--- config.mk ---
export PLATFORM = sky130hd
export DESIGN_NAME = combo_op_unit
export DESIGN_NICKNAME = d
export VERILOG_FILES = /design/src/rtl/combo_op_pkg.sv /design/src/rtl/combo_op_decode.sv /design/src/rtl/combo_op_mem_stage.sv /design/src/rtl/combo_op_acc_stage.sv /design/src/rtl/combo_op_unit.sv
export SDC_FILE = /design/constraint.sdc
export NUM_CORES = 1
export LEC_CHECK = 0
export BUFFER_PORTS_ARGS = -buffer_cell sky130_fd_sc_hd__buf_2
export CORE_ASPECT_RATIO = 1.25
export CORE_MARGIN = 2
export CORE_UTILIZATION = 55
export CTS_CLUSTER_SIZE = 14
export DETAILED_ROUTE_END_ITERATION = 12
export GPL_ROUTABILITY_DRIVEN = 0
export HOLD_SLACK_MARGIN = 0.05
export PLACE_DENSITY_LB_ADDON = 0.1
export SETUP_SLACK_MARGIN = 0.4
export SLEW_MARGIN = 20
export SYNTH_ARGS = -nofsm -noshare
export SYNTH_HDL_FRONTEND = slang
export SYNTH_SLANG_ARGS = --single-unit
--- constraint.sdc ---
create_clock -name clk -period 8.7 [get_ports clk]
set_input_delay 0.435 -clock clk [delete_from_list [all_inputs] [get_ports clk]]
set_output_delay 0.435 -clock clk [all_outputs]
set_load 0.05 [all_outputs]
--- src/rtl/combo_op_pkg.sv ---
package combo_op_pkg;
  localparam int OPW = 8;

  typedef enum logic [3:0] {
    K_NONE,
    K_AND_NC,
    K_AND_LSR,
    K_AND_ROR,
    K_SHL_OR,
    K_SHR_XOR,
    K_DEC_CMP,
    K_INC_SBC,
    K_LOAD_AX,
    K_STORE_AX,
    K_AX_SUB,
    K_HALT
  } op_kind_e;
endpackage

--- src/rtl/combo_op_decode.sv ---
module combo_op_decode
  import combo_op_pkg::*;
(
  input  logic [OPW-1:0] opcode,
  output op_kind_e       kind
);
  logic halt_code;

  // halt codes: low nibble 2, excluding the x2 codes with bit7 set and bit4 clear
  assign halt_code = (opcode[3:0] == 4'h2) && (!opcode[7] || opcode[4]);

  always_comb begin
    case (opcode)
      8'h0B, 8'h2B:                                     kind = K_AND_NC;
      8'h4B:                                            kind = K_AND_LSR;
      8'h6B:                                            kind = K_AND_ROR;
      8'h07, 8'h17, 8'h0F, 8'h1F, 8'h1B, 8'h03, 8'h13: kind = K_SHL_OR;
      8'h47, 8'h57, 8'h4F, 8'h5F, 8'h5B, 8'h43, 8'h53: kind = K_SHR_XOR;
      8'hC7, 8'hD7, 8'hCF, 8'hDF, 8'hDB, 8'hC3, 8'hD3: kind = K_DEC_CMP;
      8'hE7, 8'hF7, 8'hEF, 8'hFF, 8'hFB, 8'hE3, 8'hF3: kind = K_INC_SBC;
      8'hA7, 8'hB7, 8'hAF, 8'hBF, 8'hA3, 8'hB3, 8'hAB: kind = K_LOAD_AX;
      8'h87, 8'h97, 8'h8F, 8'h83:                       kind = K_STORE_AX;
      8'hCB:                                            kind = K_AX_SUB;
      default:                                          kind = halt_code ? K_HALT : K_NONE;
    endcase
  end
endmodule

--- src/rtl/combo_op_mem_stage.sv ---
module combo_op_mem_stage
  import combo_op_pkg::*;
#(
  parameter int DW = 8
) (
  input  op_kind_e        kind,
  input  logic [DW-1:0]   m,
  output logic [DW-1:0]   m_new,
  output logic            lost_bit
);
  always_comb begin
    m_new    = m;
    lost_bit = 1'b0;
    case (kind)
      K_SHL_OR: begin
        m_new    = {m[DW-2:0], 1'b0};
        lost_bit = m[DW-1];
      end
      K_SHR_XOR: begin
        m_new    = {1'b0, m[DW-1:1]};
        lost_bit = m[0];
      end
      K_DEC_CMP: m_new = m - DW'(1);
      K_INC_SBC: m_new = m + DW'(1);
      default: ;
    endcase
  end
endmodule

--- src/rtl/combo_op_acc_stage.sv ---
module combo_op_acc_stage
  import combo_op_pkg::*;
#(
  parameter int DW = 8
) (
  input  op_kind_e        kind,
  input  logic [DW-1:0]   a,
  input  logic [DW-1:0]   x,
  input  logic [DW-1:0]   m,
  input  logic [DW-1:0]   m_new,
  input  logic            lost_bit,
  input  logic            n_i,
  input  logic            v_i,
  input  logic            z_i,
  input  logic            c_i,
  output logic [DW-1:0]   a_o,
  output logic [DW-1:0]   x_o,
  output logic [DW-1:0]   mem_o,
  output logic            we_o,
  output logic            n_o,
  output logic            v_o,
  output logic            z_o,
  output logic            c_o,
  output logic            halt_o
);
  localparam int SB = DW - 1;

  logic [DW-1:0] anded, ax, r;
  logic [DW:0]   wide;

  assign anded = a & m;
  assign ax    = a & x;

  always_comb begin
    a_o    = a;
    x_o    = x;
    mem_o  = m;
    we_o   = 1'b0;
    n_o    = n_i;
    v_o    = v_i;
    z_o    = z_i;
    c_o    = c_i;
    halt_o = 1'b0;
    r      = '0;
    wide   = '0;
    case (kind)
      K_AND_NC: begin
        a_o = anded;
        n_o = anded[SB];
        z_o = ~|anded;
        c_o = anded[SB];
      end
      K_AND_LSR: begin
        r   = {1'b0, anded[SB:1]};
        a_o = r;
        n_o = 1'b0;
        z_o = ~|r;
        c_o = anded[0];
      end
      K_AND_ROR: begin
        r   = {c_i, anded[SB:1]};
        a_o = r;
        n_o = r[SB];
        z_o = ~|r;
        c_o = r[SB-1];
        v_o = r[SB-1] ^ r[SB-2];
      end
      K_SHL_OR: begin
        r     = a | m_new;
        a_o   = r;
        mem_o = m_new;
        we_o  = 1'b1;
        n_o   = r[SB];
        z_o   = ~|r;
        c_o   = lost_bit;
      end
      K_SHR_XOR: begin
        r     = a ^ m_new;
        a_o   = r;
        mem_o = m_new;
        we_o  = 1'b1;
        n_o   = r[SB];
        z_o   = ~|r;
        c_o   = lost_bit;
      end
      K_DEC_CMP: begin
        wide  = {1'b0, a} - {1'b0, m_new};
        mem_o = m_new;
        we_o  = 1'b1;
        n_o   = wide[SB];
        z_o   = (a == m_new);
        c_o   = ~wide[DW];
      end
      K_INC_SBC: begin
        wide  = {1'b0, a} + {1'b0, ~m_new} + {{DW{1'b0}}, c_i};
        r     = wide[SB:0];
        a_o   = r;
        mem_o = m_new;
        we_o  = 1'b1;
        n_o   = r[SB];
        z_o   = ~|r;
        c_o   = wide[DW];
        v_o   = (a[SB] ^ m_new[SB]) & (a[SB] ^ r[SB]);
      end
      K_LOAD_AX: begin
        a_o = m;
        x_o = m;
        n_o = m[SB];
        z_o = ~|m;
      end
      K_STORE_AX: begin
        mem_o = ax;
        we_o  = 1'b1;
      end
      K_AX_SUB: begin
        wide = {1'b0, ax} - {1'b0, m};
        x_o  = wide[SB:0];
        n_o  = wide[SB];
        z_o  = ~|wide[SB:0];
        c_o  = ~wide[DW];
      end
      K_HALT:  halt_o = 1'b1;
      default: ;
    endcase
  end
endmodule

--- src/rtl/combo_op_unit.sv ---
module combo_op_unit
  import combo_op_pkg::*;
#(
  parameter int DW = 8
) (
  input  logic            clk,
  input  logic            rst,
  input  logic            op_valid,
  input  logic [OPW-1:0]  opcode,
  input  logic [DW-1:0]   a_in,
  input  logic [DW-1:0]   x_in,
  input  logic [DW-1:0]   s_in,
  input  logic [DW-1:0]   mem_in,
  input  logic            n_in,
  input  logic            v_in,
  input  logic            z_in,
  input  logic            c_in,
  output logic            res_valid,
  output logic [DW-1:0]   a_out,
  output logic [DW-1:0]   x_out,
  output logic [DW-1:0]   s_out,
  output logic [DW-1:0]   mem_out,
  output logic            mem_we,
  output logic            n_out,
  output logic            v_out,
  output logic            z_out,
  output logic            c_out,
  output logic            halted
);
  op_kind_e      kind;
  logic [DW-1:0] m_new, a_nx, x_nx, mem_nx;
  logic          lost_bit, we_nx, n_nx, v_nx, z_nx, c_nx, halt_nx;
  logic          accept;

  combo_op_decode u_decode (
    .opcode (opcode),
    .kind   (kind)
  );

  combo_op_mem_stage #(.DW(DW)) u_mem (
    .kind     (kind),
    .m        (mem_in),
    .m_new    (m_new),
    .lost_bit (lost_bit)
  );

  combo_op_acc_stage #(.DW(DW)) u_acc (
    .kind     (kind),
    .a        (a_in),
    .x        (x_in),
    .m        (mem_in),
    .m_new    (m_new),
    .lost_bit (lost_bit),
    .n_i      (n_in),
    .v_i      (v_in),
    .z_i      (z_in),
    .c_i      (c_in),
    .a_o      (a_nx),
    .x_o      (x_nx),
    .mem_o    (mem_nx),
    .we_o     (we_nx),
    .n_o      (n_nx),
    .v_o      (v_nx),
    .z_o      (z_nx),
    .c_o      (c_nx),
    .halt_o   (halt_nx)
  );

  assign accept = op_valid & ~halted;

  always_ff @(posedge clk) begin
    if (rst) begin
      res_valid <= 1'b0;
      mem_we    <= 1'b0;
      a_out     <= '0;
      x_out     <= '0;
      s_out     <= '0;
      mem_out   <= '0;
      n_out     <= 1'b0;
      v_out     <= 1'b0;
      z_out     <= 1'b0;
      c_out     <= 1'b0;
      halted    <= 1'b0;
    end else begin
      res_valid <= accept;
      mem_we    <= accept & we_nx;
      if (accept) begin
        a_out   <= a_nx;
        x_out   <= x_nx;
        s_out   <= s_in;
        mem_out <= mem_nx;
        n_out   <= n_nx;
        v_out   <= v_nx;
        z_out   <= z_nx;
        c_out   <= c_nx;
        if (halt_nx) halted <= 1'b1;
      end
    end
  end
endmodule

==> results.ini <==
[routing]
first_pass_iters=7
avgViaCountPerCell=6.84
vias=4813
drtIter0Drc=657
routed_wl_um=15100
postRouteAntennaNets=0
drc_errors=0
post_drt_wl_per_cell_um=21.4

[clocking]
cts_made_buffers=5
cts_tree=yes
path_clk_slew_ns=0.10
worstSkewPairLatency_ns=0.32
post_cts_buffers=0
h-tree-depth=2
hold_buffers=0
ctsLongestPathBuffers=2
cts_sinks=39
cts-root-buf=clkbuf_8
post_cts_resized=0

[power_and_ir_drop]
clkPwrFrac_pct=25.5
p_leak_nw=2.03
swShare_pct=41.8
ir_worst_vdd_uv=107
seq_power_share_pct=32.0
finalPower_mw=0.619
p_switching_mw=0.259
combPwrFrac_pct=42.5
p_int_mw=0.361
powerDensity_nw_per_um2=134

[final_layout]
fin_nets=695
antenna_cells=0
final_area_um2=4640
syn2layout_area_growth_pct=13.7
utilization_pct=63.8
drive_gt1_share_pct=18.5

[grt]
grt_max_degree=40
antenna_found_initial=0
overflow=0
grt_pass1_wl_um=23000
first_global_vias=4421
track_usage_pct=37.0

[timing]
finalCritPeriodShare_pct=64.3
clock_skew_ns=0.0193
rsz0062_at_grt=false
setup_viol=0
slew_violations=0
max-slew-margin-rel_pct=37.5
period_needed_ns=5.60
worst_pin_slew_ns=0.931
fin_setup_tns_ns=0
hold_violations=0
fmax_mhz=179

[status]
status=completed

[setup_path]
required_ns=8.97
path_max_fanout=24
crit_chain=buf_2 > nand2_1 > nor3_2 > nand2_1 > inv_1 > fa_1 > nor2b_1 > o31a_1 > o31ai_1 > xnor2_1 > a22o_1 > o21ai_0 > a21boi_0 > ha_1 > or4_1 > o221ai_1 > xor2_1 > nand3_1 > o21ai_0 > o21a_1
crit_buf_inv=2
end_kind=flip-flop
start_kind=primary input
cpLargestDelayFamily=compound AO/OA/AOI/OAI gates
cp_data_arrival_time_ns=5.86
path_depth=20
critPathMaxStageDelay_ns=0.55
reg2reg_depth=7
crit_type=in2reg
cp_slowest_cell=or4_1

[job]
cap_violations=0

[die]
die_y_um=100
initial_utilization_pct=56.1
die_w_um=81.0
core_um2=7270
boundaryPins=86
placement_rows=35
design.die.area_um2=8120

[synthesis]
ys_types=71
ys_seq_area_share_pct=19.1
netlist_instances=546
ys_async_sr_fraction_pct=0
synth_fp_nets=630
synth_ff_type=dfxtp_1
synth_edf_count=0
avgSynthCellArea_um2=7.47
synth_seq_cells=39
netlist_area_um2=4080
yosysWarnings=0

[placed_design]
hpwl_um=11400
place_area_um2=4520
port_buffers=85

[worst_hold_path]
hold-path-cell-count=3
hold_class=in2reg

## cells by family after synthesis
family / share of synthesized area (%)
compound gates: 35.4
xor+xnor: 3.65
fa+ha+maj: 12.3
buf+inv: 5.77
flops: 19.1
mux: 0.522
simple gates: 23.2
## worst paths after layout
path,startpoint,to,slack [ns]
setup / recovery,opcode[6],z_out,3.10
hold / removal,s_in[0],s_out[0],0.36
setup reg to reg,halted,c_out,6.42
hold reg to reg,s_out[3],s_out[3],0.45
## cells in the mapped netlist (12+ instances only)
cell type	n	share of area, %
nor3_1	16	2.0
a22oi_1	12	2.2
dfxtp_1	39	19
a21oi_1	43	5.3
o21ai_0	31	3.8
o21a_1	12	2.2
clkbuf_1	24	2.2
a211oi_1	18	3.3
inv_1	29	2.7
nor2_1	46	4.2
nand2_1	59	5.4
ha_1	33	10
## placed cells by master (no fill, tap or decap), types with 3 or more instances in the layout
cell / synthesis / final
xnor2_1: 11 / 11
a22oi_1: 12 / 12
buf_2: 5 / 85
nor2b_1: 8 / 7
o21a_1: 12 / 12
o21bai_1: 6 / 6
nor3_1: 16 / 16
buf_4: 1 / 4
nor2_1: 46 / 46
o221ai_1: 7 / 7
a22o_1: 5 / 5
a311oi_1: 9 / 9
nand3_1: 11 / 11
nor4_1: 4 / 4
and2_1: 11 / 11
a221oi_1: 8 / 8
a32o_1: 3 / 3
dfxtp_1: 39 / 39
a31oi_1: 3 / 3
a21o_1: 8 / 8
and3_1: 3 / 3
nand2_1: 59 / 59
a211oi_1: 18 / 18
nand4_1: 6 / 6
a221o_1: 4 / 4
o31ai_1: 4 / 4
o21ai_0: 31 / 31
a21oi_1: 43 / 43
nand2b_1: 7 / 7
inv_1: 29 / 29
clkbuf_8: 0 / 5
ha_1: 33 / 33
fa_1: 4 / 4
o211ai_1: 5 / 5
xor2_1: 6 / 6
a21boi_0: 3 / 3
## metal layers
| metal | GRT usage (%) | wire length, um | vias up |
|---|---|---|---|
| met3 | 7.73 | 1860 | 96 |
| met5 | 0 | 0 | - |
| met1 | 46.7 | 5470 | 2168 |
| met2 | 57.0 | 6700 | 378 |
| met4 | 22.7 | 1040 | 0 |
| li1 | - | - | 2171 |
## final cells by class
type | count | area [um^2]
fillers | 684 | 2630
repair buffers | 89 | 455
flip-flops and latches | 39 | 781
clock inverters | 3 | 43.8
multi-input cells | 447 | 3060
clock buffers | 5 | 68.8
inverters | 29 | 109
well taps | 92 | 115
## stage by stage
stage | cells | hold slack [ns] | worst slack (ns)
after floorplan | 546 | 0.566 | 3.73
after global routing | 704 | 0.368 | 2.62
final | 704 | 0.365 | 3.10
after detailed placement | 696 | 0.446 | 2.93
after global placement | 696 | 0.439 | 3.12
after CTS | 704 | 0.363 | 3.26
## power by group through the flow
stage / logic (mW) / registers, mW / clock network [mW]
6_report: 0.263 / 0.198 / 0.158
5_1_grt: 0.280 / 0.199 / 0.166
4_1_cts: 0.256 / 0.198 / 0.157
3_5_place_dp: 0.255 / 0.202 / 0
3_3_place_gp: 0.252 / 0.202 / 0
2_1_floorplan: 0.139 / 0.247 / 0
## worst reg2reg max path, delay by kind of cell, from the launching register on
| kind | cells | cell delay [ns] |
|---|---|---|
| buffers and inverters | 1 | 0.26 |
| AO/OA/AOI/OAI | 4 | 0.81 |
| AND/OR/NAND/NOR | 2 | 0.75 |
| flip-flops | 1 | 0.38 |
## registers in the layout (all words and copies together), names as in the netlist
name / cells
c_out: 1
a_out: 8
v_out: 1
z_out: 1
mem_we: 1
x_out: 8
s_out: 8
res_valid: 1
mem_out: 8
n_out: 1
halted: 1
Note: power is estimated with default switching activity, not from simulation.
